[config.mk]
export PLATFORM = sky130hd
export DESIGN_NAME = signal_mailbox
export DESIGN_NICKNAME = d
export VERILOG_FILES = /design/src/rtl/mbx_pkg.sv /design/src/rtl/mbx_arbiter.sv /design/src/rtl/mbx_token_reg.sv /design/src/rtl/mbx_read_port.sv /design/src/rtl/signal_mailbox.sv
export SDC_FILE = /design/constraint.sdc
export NUM_CORES = 1
export LEC_CHECK = 0
export ABC_AREA = 0
export BUFFER_PORTS_ARGS = -buffer_cell sky130_fd_sc_hd__buf_2
export CAP_MARGIN = 15
export CORE_MARGIN = 1.5
export CORE_UTILIZATION = 40
export CTS_CLUSTER_SIZE = 10
export DETAILED_ROUTE_END_ITERATION = 16
export PLACE_DENSITY = 0.83
export SLEW_MARGIN = 20
export SYNTH_ARGS = -nofsm -noshare
export SYNTH_HDL_FRONTEND = slang
export SYNTH_SLANG_ARGS = --single-unit
[constraint.sdc]
create_clock -name clk -period 0.8 [get_ports clk]
set_input_delay 0.04 -clock clk [delete_from_list [all_inputs] [get_ports clk]]
set_output_delay 0.04 -clock clk [all_outputs]
set_load 0.03 [all_outputs]
[src/rtl/mbx_pkg.sv]
package mbx_pkg;

  typedef struct packed {
    logic irq;
    logic ovr;
  } mbx_flags_t;

  // Next interrupt/overrun state for one clock edge.
  // A write always wins the interrupt; a read alone clears both flags;
  // a write onto an unread token without a read marks an overrun.
  function automatic mbx_flags_t mbx_next_flags(mbx_flags_t cur, logic wr, logic rd);
    mbx_flags_t nx;
    nx = cur;
    if (wr) begin
      nx.irq = 1'b1;
      if (rd)           nx.ovr = 1'b0;
      else if (cur.irq) nx.ovr = 1'b1;
    end else if (rd) begin
      nx.irq = 1'b0;
      nx.ovr = 1'b0;
    end
    return nx;
  endfunction

  // Read path value: token while enabled, zeros otherwise.
  function automatic logic mbx_drive_bit(logic oe, logic tok_bit);
    return oe & tok_bit;
  endfunction

endpackage

[src/rtl/mbx_arbiter.sv]
module mbx_arbiter #(
  parameter int N = 2
) (
  input  logic         clk,
  input  logic         rst_n,
  input  logic [N-1:0] req,
  output logic [N-1:0] grant,
  output logic [N-1:0] retry_q
);

  logic [N-1:0] lose;

  for (genvar i = 0; i < N; i++) begin : g_prio
    if (i == 0) begin : g_top
      assign grant[i] = req[i];
    end else begin : g_low
      assign grant[i] = req[i] & ~(|req[i-1:0]);
    end
  end

  assign lose = req & ~grant;

  always_ff @(posedge clk or negedge rst_n) begin
    if (!rst_n) retry_q <= '0;
    else        retry_q <= lose;
  end

endmodule

[src/rtl/mbx_token_reg.sv]
module mbx_token_reg
  import mbx_pkg::*;
#(
  parameter int W = 8
) (
  input  logic         clk,
  input  logic         rst_n,
  input  logic         wr_en,
  input  logic [W-1:0] wr_data,
  input  logic         rd_en,
  output logic [W-1:0] tok_q,
  output logic         irq_q,
  output logic         ovr_q
);

  mbx_flags_t flags_q;
  mbx_flags_t flags_d;

  always_comb flags_d = mbx_next_flags(flags_q, wr_en, rd_en);

  always_ff @(posedge clk or negedge rst_n) begin
    if (!rst_n) begin
      tok_q   <= '0;
      flags_q <= '0;
    end else begin
      if (wr_en) tok_q <= wr_data;
      flags_q <= flags_d;
    end
  end

  assign irq_q = flags_q.irq;
  assign ovr_q = flags_q.ovr;

endmodule

[src/rtl/mbx_read_port.sv]
module mbx_read_port
  import mbx_pkg::*;
#(
  parameter int W = 8
) (
  input  logic         rd_en,
  input  logic [W-1:0] tok,
  output logic [W-1:0] rd_data,
  output logic         rd_oe
);

  assign rd_oe = rd_en;

  for (genvar b = 0; b < W; b++) begin : g_drv
    assign rd_data[b] = mbx_drive_bit(rd_en, tok[b]);
  end

endmodule

[src/rtl/signal_mailbox.sv]
module signal_mailbox #(
  parameter int TOKEN_W     = 8,
  parameter int NUM_SENDERS = 2
) (
  input  logic                           clk,
  input  logic                           rst_n,
  input  logic [NUM_SENDERS-1:0]         snd_wr_en,
  input  logic [NUM_SENDERS*TOKEN_W-1:0] snd_wr_data,
  output logic [NUM_SENDERS-1:0]         snd_retry,
  input  logic                           rcv_rd_en,
  output logic [TOKEN_W-1:0]             rcv_rd_data,
  output logic                           rcv_rd_oe,
  output logic                           rcv_irq,
  output logic                           rcv_overrun
);

  localparam int DATA_W = NUM_SENDERS * TOKEN_W;

  logic [NUM_SENDERS-1:0] grant;
  logic                   wr_any;
  logic [TOKEN_W-1:0]     wr_win_data;
  logic [TOKEN_W-1:0]     token_q;

  mbx_arbiter #(.N(NUM_SENDERS)) u_arb (
    .clk     (clk),
    .rst_n   (rst_n),
    .req     (snd_wr_en),
    .grant   (grant),
    .retry_q (snd_retry)
  );

  assign wr_any = |grant;

  always_comb begin
    wr_win_data = '0;
    for (int i = 0; i < NUM_SENDERS; i++) begin
      if (grant[i]) wr_win_data = wr_win_data | snd_wr_data[i*TOKEN_W +: TOKEN_W];
    end
  end

  mbx_token_reg #(.W(TOKEN_W)) u_reg (
    .clk     (clk),
    .rst_n   (rst_n),
    .wr_en   (wr_any),
    .wr_data (wr_win_data),
    .rd_en   (rcv_rd_en),
    .tok_q   (token_q),
    .irq_q   (rcv_irq),
    .ovr_q   (rcv_overrun)
  );

  mbx_read_port #(.W(TOKEN_W)) u_rd (
    .rd_en   (rcv_rd_en),
    .tok     (token_q),
    .rd_data (rcv_rd_data),
    .rd_oe   (rcv_rd_oe)
  );

  logic [DATA_W-1:0] unused_width_probe;
  assign unused_width_probe = snd_wr_data;

endmodule

==> run metrics, run 1 <==
status=finished, violations left; failing checks=hold timing, setup timing; Vias/cell=4.79; syn avg cell area=9.92 um2; top routing layer in use=met4; combinational share of power=31.6%; antenna violations before repair=0; DRC viols=0; top-count cell post-synth=dfrtp_1; antenna-violating nets left=0; Max-Cap Viols=0; vias=560; fin crit share=125%; endpoints failing setup=17; Worst Path Required=0.76 ns; multi-input logic area=254 um2; min cycle time layout=0.998 ns; Net Sw Frac=29.6%; crit path DAT=0.96 ns; Psw=437 uW; routed wl met3=82 um; CTS buffer count=3; largest net degree at the start of global routing=20; TritonCTS clock tree=done; Max Clock Freq=1.00 GHz; Critical Path Sink Type=output port; chip width=40.3 um; Die Area=0.00162 mm2; root buffer cell=clkbuf_4; area share of the largest cell type after synthesis=49.5%; P per Cell Area=1560 mW/mm2; worst setup margin=-0.198 ns; Routed WL=1.58 mm; GRT Util Overall=19.6%; Synth top cells by count=dfrtp_1, and2_1, mux2i_1, nand2_1, o21ai_1; final core utilization=72.9%; Net count, final=124; # IOs=34; clk sinks=11; DR pass1 iterations=4; FF/Latch Area=277 um2; Final Hold Fails=1; syn nets=77; cell count after synthesis=56; distinct cell type count after synthesis=14; Area contributors post-synth=dfrtp_1, mux2i_1, and2_1, o21ai_1, nand2_1; Int Pwr=1.04 mW; number of enable flip-flop cells after synthesis=0; WHS=-0.00694 ns; crit path kind=flip-flop to output port; leak pwr=0.503 nW; YS warnings=0; port buffer count=32; sequential cell area fraction in the yosys report=49.5%; Worst-path clk slew=0.07 ns; area delta synth->final=70.7%; H-Tree Depth=1; Overflow after GRT=0; Synth Register Bits=11; Primary FF master, synth=dfrtp_1; startpoint types=flip-flop; Ant. Diodes=0; Worst VDD drop=1.16 mV; gpl congestion=0.669; max-slew violations=0; Hold Crit Class=input pin to flip-flop; post-synth top area cell=dfrtp_1; fraction of power consumed by the clock network=25.7%; Rows=13; Die Y-Extent=40.3 um; total core area=0.00130 mm2; Clock Skews=0.0000791 ns; wl on met1=625 um; Flop pwr share=42.7%; Mapped Area=556 um2; mean routed wirelength per cell=13.5 um; Worst-Skew Late Latency=0.27 ns; share of cells above drive strength 1=52.0%; RSZ-0062 raised after global routing=yes; Fill cells=99; first-pass GRT wire length=2.01 mm; vias in the first global route=479; Initial Util=42.7%; Crit Path Max Fanout=2; met2 WL post-DR=854 um; iteration-0 DRC count of the detailed router=8; asr flop ratio synth=100%; clock tree buffer depth=2
## critical path, cell delays in order (launching register included)
cell and delay [ns]:
dfrtp_1 0.39, and2_4 0.17, buf_6 0.13
## registers in the layout, indices dropped and copies added, names as in the netlist
signal / flops
u_arb.retry_q: 1
u_reg.irq_q: 1
u_reg.tok_q: 8
u_reg.ovr_q: 1
## through the flow
| step | power (mW) | setup WS [ns] | area (um2) | TNS, ns | std cells |
|---|---|---|---|---|---|
| floorplan | 0.836 | 0.0517 | 557 | 0 | 56 |
| global placement | 0.928 | 0.0640 | 693 | 0 | 98 |
| detailed placement | 0.936 | 0.0412 | 693 | 0 | 98 |
| CTS | 1.42 | -0.190 | 906 | -1.55 | 113 |
| global route | 1.53 | -0.217 | 948 | -2.45 | 117 |
| finish | 1.48 | -0.198 | 948 | -1.98 | 117 |
## routing by layer
metal	up-vias	GRT usage (%)
li1	272	-
met1	259	21.7
met2	26	35.5
met3	3	3.33
met4	0	10.0
met5	-	0
## power by group through the flow
stage	clock network (mW)	logic [mW]	registers, mW
final	0.379	0.467	0.630
after global routing	0.393	0.498	0.636
after CTS	0.375	0.417	0.628
after detailed placement	0	0.302	0.634
after global placement	0	0.296	0.632
after floorplan	0	0.189	0.647
## kinds of logic after synthesis
| kind of cell | synth area share [%] |
|---|---|
| AO/OA/AOI/OAI | 9.91 |
| multiplexers | 14.4 |
| buffers and inverters | 9.01 |
| flip-flops | 49.5 |
| other | 0.675 |
| AND/OR/NAND/NOR | 16.4 |
## what timing repair did
item	CTS	global route
resized for setup	29	4
setup endpoints to repair	11	14
hold buffers	8	0
pin swaps	2	1
setup buffers	3	4
hold endpoints to repair	18	0
## placed cells by master, fill, tap and decap left out
master / netlist / final
dlygate4sd3_1: 0 / 8
inv_1: 2 / 2
buf_4: 2 / 6
conb_1: 1 / 1
o21ai_0: 3 / 2
nand2_1: 8 / 8
buf_6: 2 / 12
a21oi_1: 1 / 1
clkbuf_4: 0 / 3
and2_4: 0 / 8
dfrtp_1: 11 / 10
nor2_1: 1 / 1
mux2i_1: 8 / 8
dfrtp_2: 0 / 1
clkbuf_1: 0 / 1
buf_2: 1 / 21
o21ai_1: 7 / 7
and2_2: 1 / 1
o21ai_2: 0 / 1
## path summary, 6_finish.rpt
| kind | start | endpoint | slack [ns] | cells past startpoint |
|---|---|---|---|---|
| min in group asynchronous | rst_n | u_reg.tok_q[1] | 0.18 | 2 |
| max | u_reg.tok_q[4] | rcv_rd_data[4] | -0.20 | 2 |
| min reg2reg | u_reg.ovr_q | u_reg.ovr_q | 0.54 | 2 |
| min | snd_wr_data[6] | u_reg.tok_q[6] | -0.007 | 3 |
| max reg2reg | u_reg.tok_q[0] | u_reg.tok_q[0] | -0.13 | 3 |
| max in group asynchronous | rst_n | u_reg.irq_q | 0.40 | 2 |
## cell type report
type	instances	share of cell area, %
Sequential cell	11	29.2
Multi-Input combinational cell	38	26.8
Clock buffer	4	2.77
Tap cell	15	1.98
Timing Repair Buffer	47	38.5
Inverter	2	0.792
Note: power is estimated with default switching activity, not from simulation.
==> run 2: changes to the inputs <==
--- a/config.mk
+++ b/config.mk
@@ -8,7 +8,6 @@
 export ABC_AREA = 0
 export BUFFER_PORTS_ARGS = -buffer_cell sky130_fd_sc_hd__buf_2
 export CAP_MARGIN = 15
-export CORE_MARGIN = 1.5
 export CORE_UTILIZATION = 40
 export CTS_CLUSTER_SIZE = 10
 export DETAILED_ROUTE_END_ITERATION = 16
==> run 2 against run 1 <==
The flow finishes with violations (setup timing). Via count decreased by 12%. Sequential share of layout area rose by 0.47 points. Clock skew about the same. Register-to-register slack better by 0.09 ns. Clock-buffer cell count unchanged. Sequential cell count did not move. Sequential power is essentially flat. Routed wire length fell by 22%. Maximum frequency increased by 1.0%. Non-clock buffer count fell by 2. First-iteration DRC count shrank 63%. Largest cell class unchanged.
==> run metrics, run 2 (synthesized netlist as in run 1, its figures left out) <==
status=finished, violations left; failing checks=setup timing; RSZ-0062 raised after global routing=yes; antenna-violating nets left=0 (unchanged); worst setup margin=-0.188 ns (+0.00990 ns); DRC viols=0 (unchanged); P per Cell Area=1540 mW/mm2 (-0.77%); Final Hold Fails=0 (-1); gpl congestion=0.627 (-6.2%); vias in the first global route=444 (-7.3%); crit path DAT=0.95 ns (about the same); Max Clock Freq=1.01 GHz (+1.0%); Ant. Diodes=0 (unchanged); H-Tree Depth=1 (unchanged); Crit Path Max Fanout=2 (unchanged); worst-path cell chain=and2_4 > buf_6; dpl cells=98 (unchanged); min cycle time layout=0.988 ns (-0.00990 ns); Slowest cell on crit path=dfrtp_1; Worst-path clk slew=0.07 ns (about the same); Hold Crit Class=input pin to flip-flop; clk sinks=11 (unchanged); max-slew violations=0 (unchanged); crit path kind=flip-flop to output port; port buffer count=32 (unchanged); commonest non-fill, non-tap cell in the layout=buf_2; largest net degree at the start of global routing=20 (unchanged); Largest Register=u_reg.tok_q; Overflow after GRT=0 (unchanged); # IOs=34 (unchanged); CTS buffer count=3 (unchanged); antenna violations before repair=0 (unchanged); startpoint types=flip-flop; share of cells above drive strength 1=51.0% (-0.96 points); total core area=0.00130 mm2 (unchanged); iteration-0 DRC count of the detailed router=3 (-5); Largest register FFs=8 (unchanged); vias=494 (-12%); chip width=39.3 um (-2.5%); first-pass GRT wire length=1.79 mm (-11%); DR pass1 iterations=2 (-2); most frequent cells in the layout=buf_2, buf_6, dfrtp_1; TritonCTS clock tree=done; area delta synth->final=68.0%; Setup TNS=-1.61 ns (+0.368 ns); Critical Path Sink Type=output port; final std cells w/o fill=115 (-1.7%); CP peak stage delay=0.39 ns (about the same); fin crit share=124% (-1.2 points); Clock Skews=0.00000666 ns (-0.0000725 ns); Die Area=0.00154 mm2 (-4.9%); endpoints failing setup=14 (-3); Worst Path Required=0.76 ns (about the same); root buffer cell=clkbuf_4; mean routed wirelength per cell=10.8 um (-20%); Rows=13 (unchanged); Net count, final=122 (-1.6%); Initial Util=42.7% (unchanged); Worst-Skew Late Latency=0.26 ns (about the same); Max-Cap Viols=0 (unchanged); GRT Util Overall=17.8% (-1.8 points); Routed WL=1.24 mm (-22%); Worst VDD drop=1.03 mV (-11%); Die Y-Extent=39.3 um (-2.5%); Fill cells=101 (+2.0%); clock tree buffer depth=2 (unchanged); pre-CTS setup slack=0.0440 ns (+0.00281 ns); Vias/cell=4.30 (-10%); WHS=0.00172 ns (+0.00865 ns); leak pwr=0.493 nW (-1.9%)
run 2: metal layers:
| layer | GRT usage [%] | vias to the layer above | routed length [um] |
|---|---|---|---|
| met4 | 10.3 | 0 | 0 |
| met5 | 0 | - | 0 |
| met3 | 4.55 | 0 | 77 |
| met2 | 27.1 | 21 | 608 |
| met1 | 22.6 | 207 | 554 |
| li1 | - | 266 | - |
run 2: path summary, 6_finish.rpt:
check | from | to | slack [ns] | depth (start not counted)
worst max-delay path | u_reg.tok_q[3] | rcv_rd_data[3] | -0.19 | 2
worst min-delay path | snd_wr_data[5] | u_reg.tok_q[5] | 0.002 | 3
worst max register to register | u_reg.tok_q[4] | u_reg.tok_q[4] | -0.04 | 3
worst min register to register | u_reg.tok_q[6] | u_reg.tok_q[6] | 0.56 | 2
max in group asynchronous | rst_n | u_reg.irq_q | 0.43 | 2
min in group asynchronous | rst_n | u_reg.tok_q[1] | 0.15 | 2
run 2: where the power goes:
part | internal [mW] | leakage (nW) | switching [mW]
Combinational | 0.231 | 0.347 | 0.206
Clock | 0.193 | 0.0150 | 0.182
Sequential | 0.603 | 0.131 | 0.0263
run 2: layout make-up:
cell class / count / area (um2) / area share (%)
inverters: 2 / 7.51 / 0.804
flip-flops and latches: 11 / 277 / 29.6
multi-input cells: 38 / 254 / 27.2
repair buffers: 45 / 350 / 37.5
well taps: 15 / 18.8 / 2.01
clock buffers: 4 / 26.3 / 2.82
run 2: critical path: cells and delay by family, from the launching register on:
family | cells | cell delay [ns]
simple gates | 1 | 0.16
flops | 1 | 0.39
buf+inv | 1 | 0.13
run 2: per-stage QoR:
stage               cell area (um2)  util, %  power (mW)
CTS                             896     68.8        1.42
global placement                693     53.3       0.926
floorplan                       557        -       0.836
finish                          933     71.7        1.44
global route                    933     71.7        1.51
detailed placement              693     53.3       0.934
run 2: timing repair:
item / CTS / global route
buffers inserted: 2 / 3
hold endpoints to repair: 18 / 0
resized for setup: 28 / 6
pin swaps: 1 / 2
hold buffers: 8 / 0
endpoints found under the setup margin: 11 / 13
cloned: 0 / 0
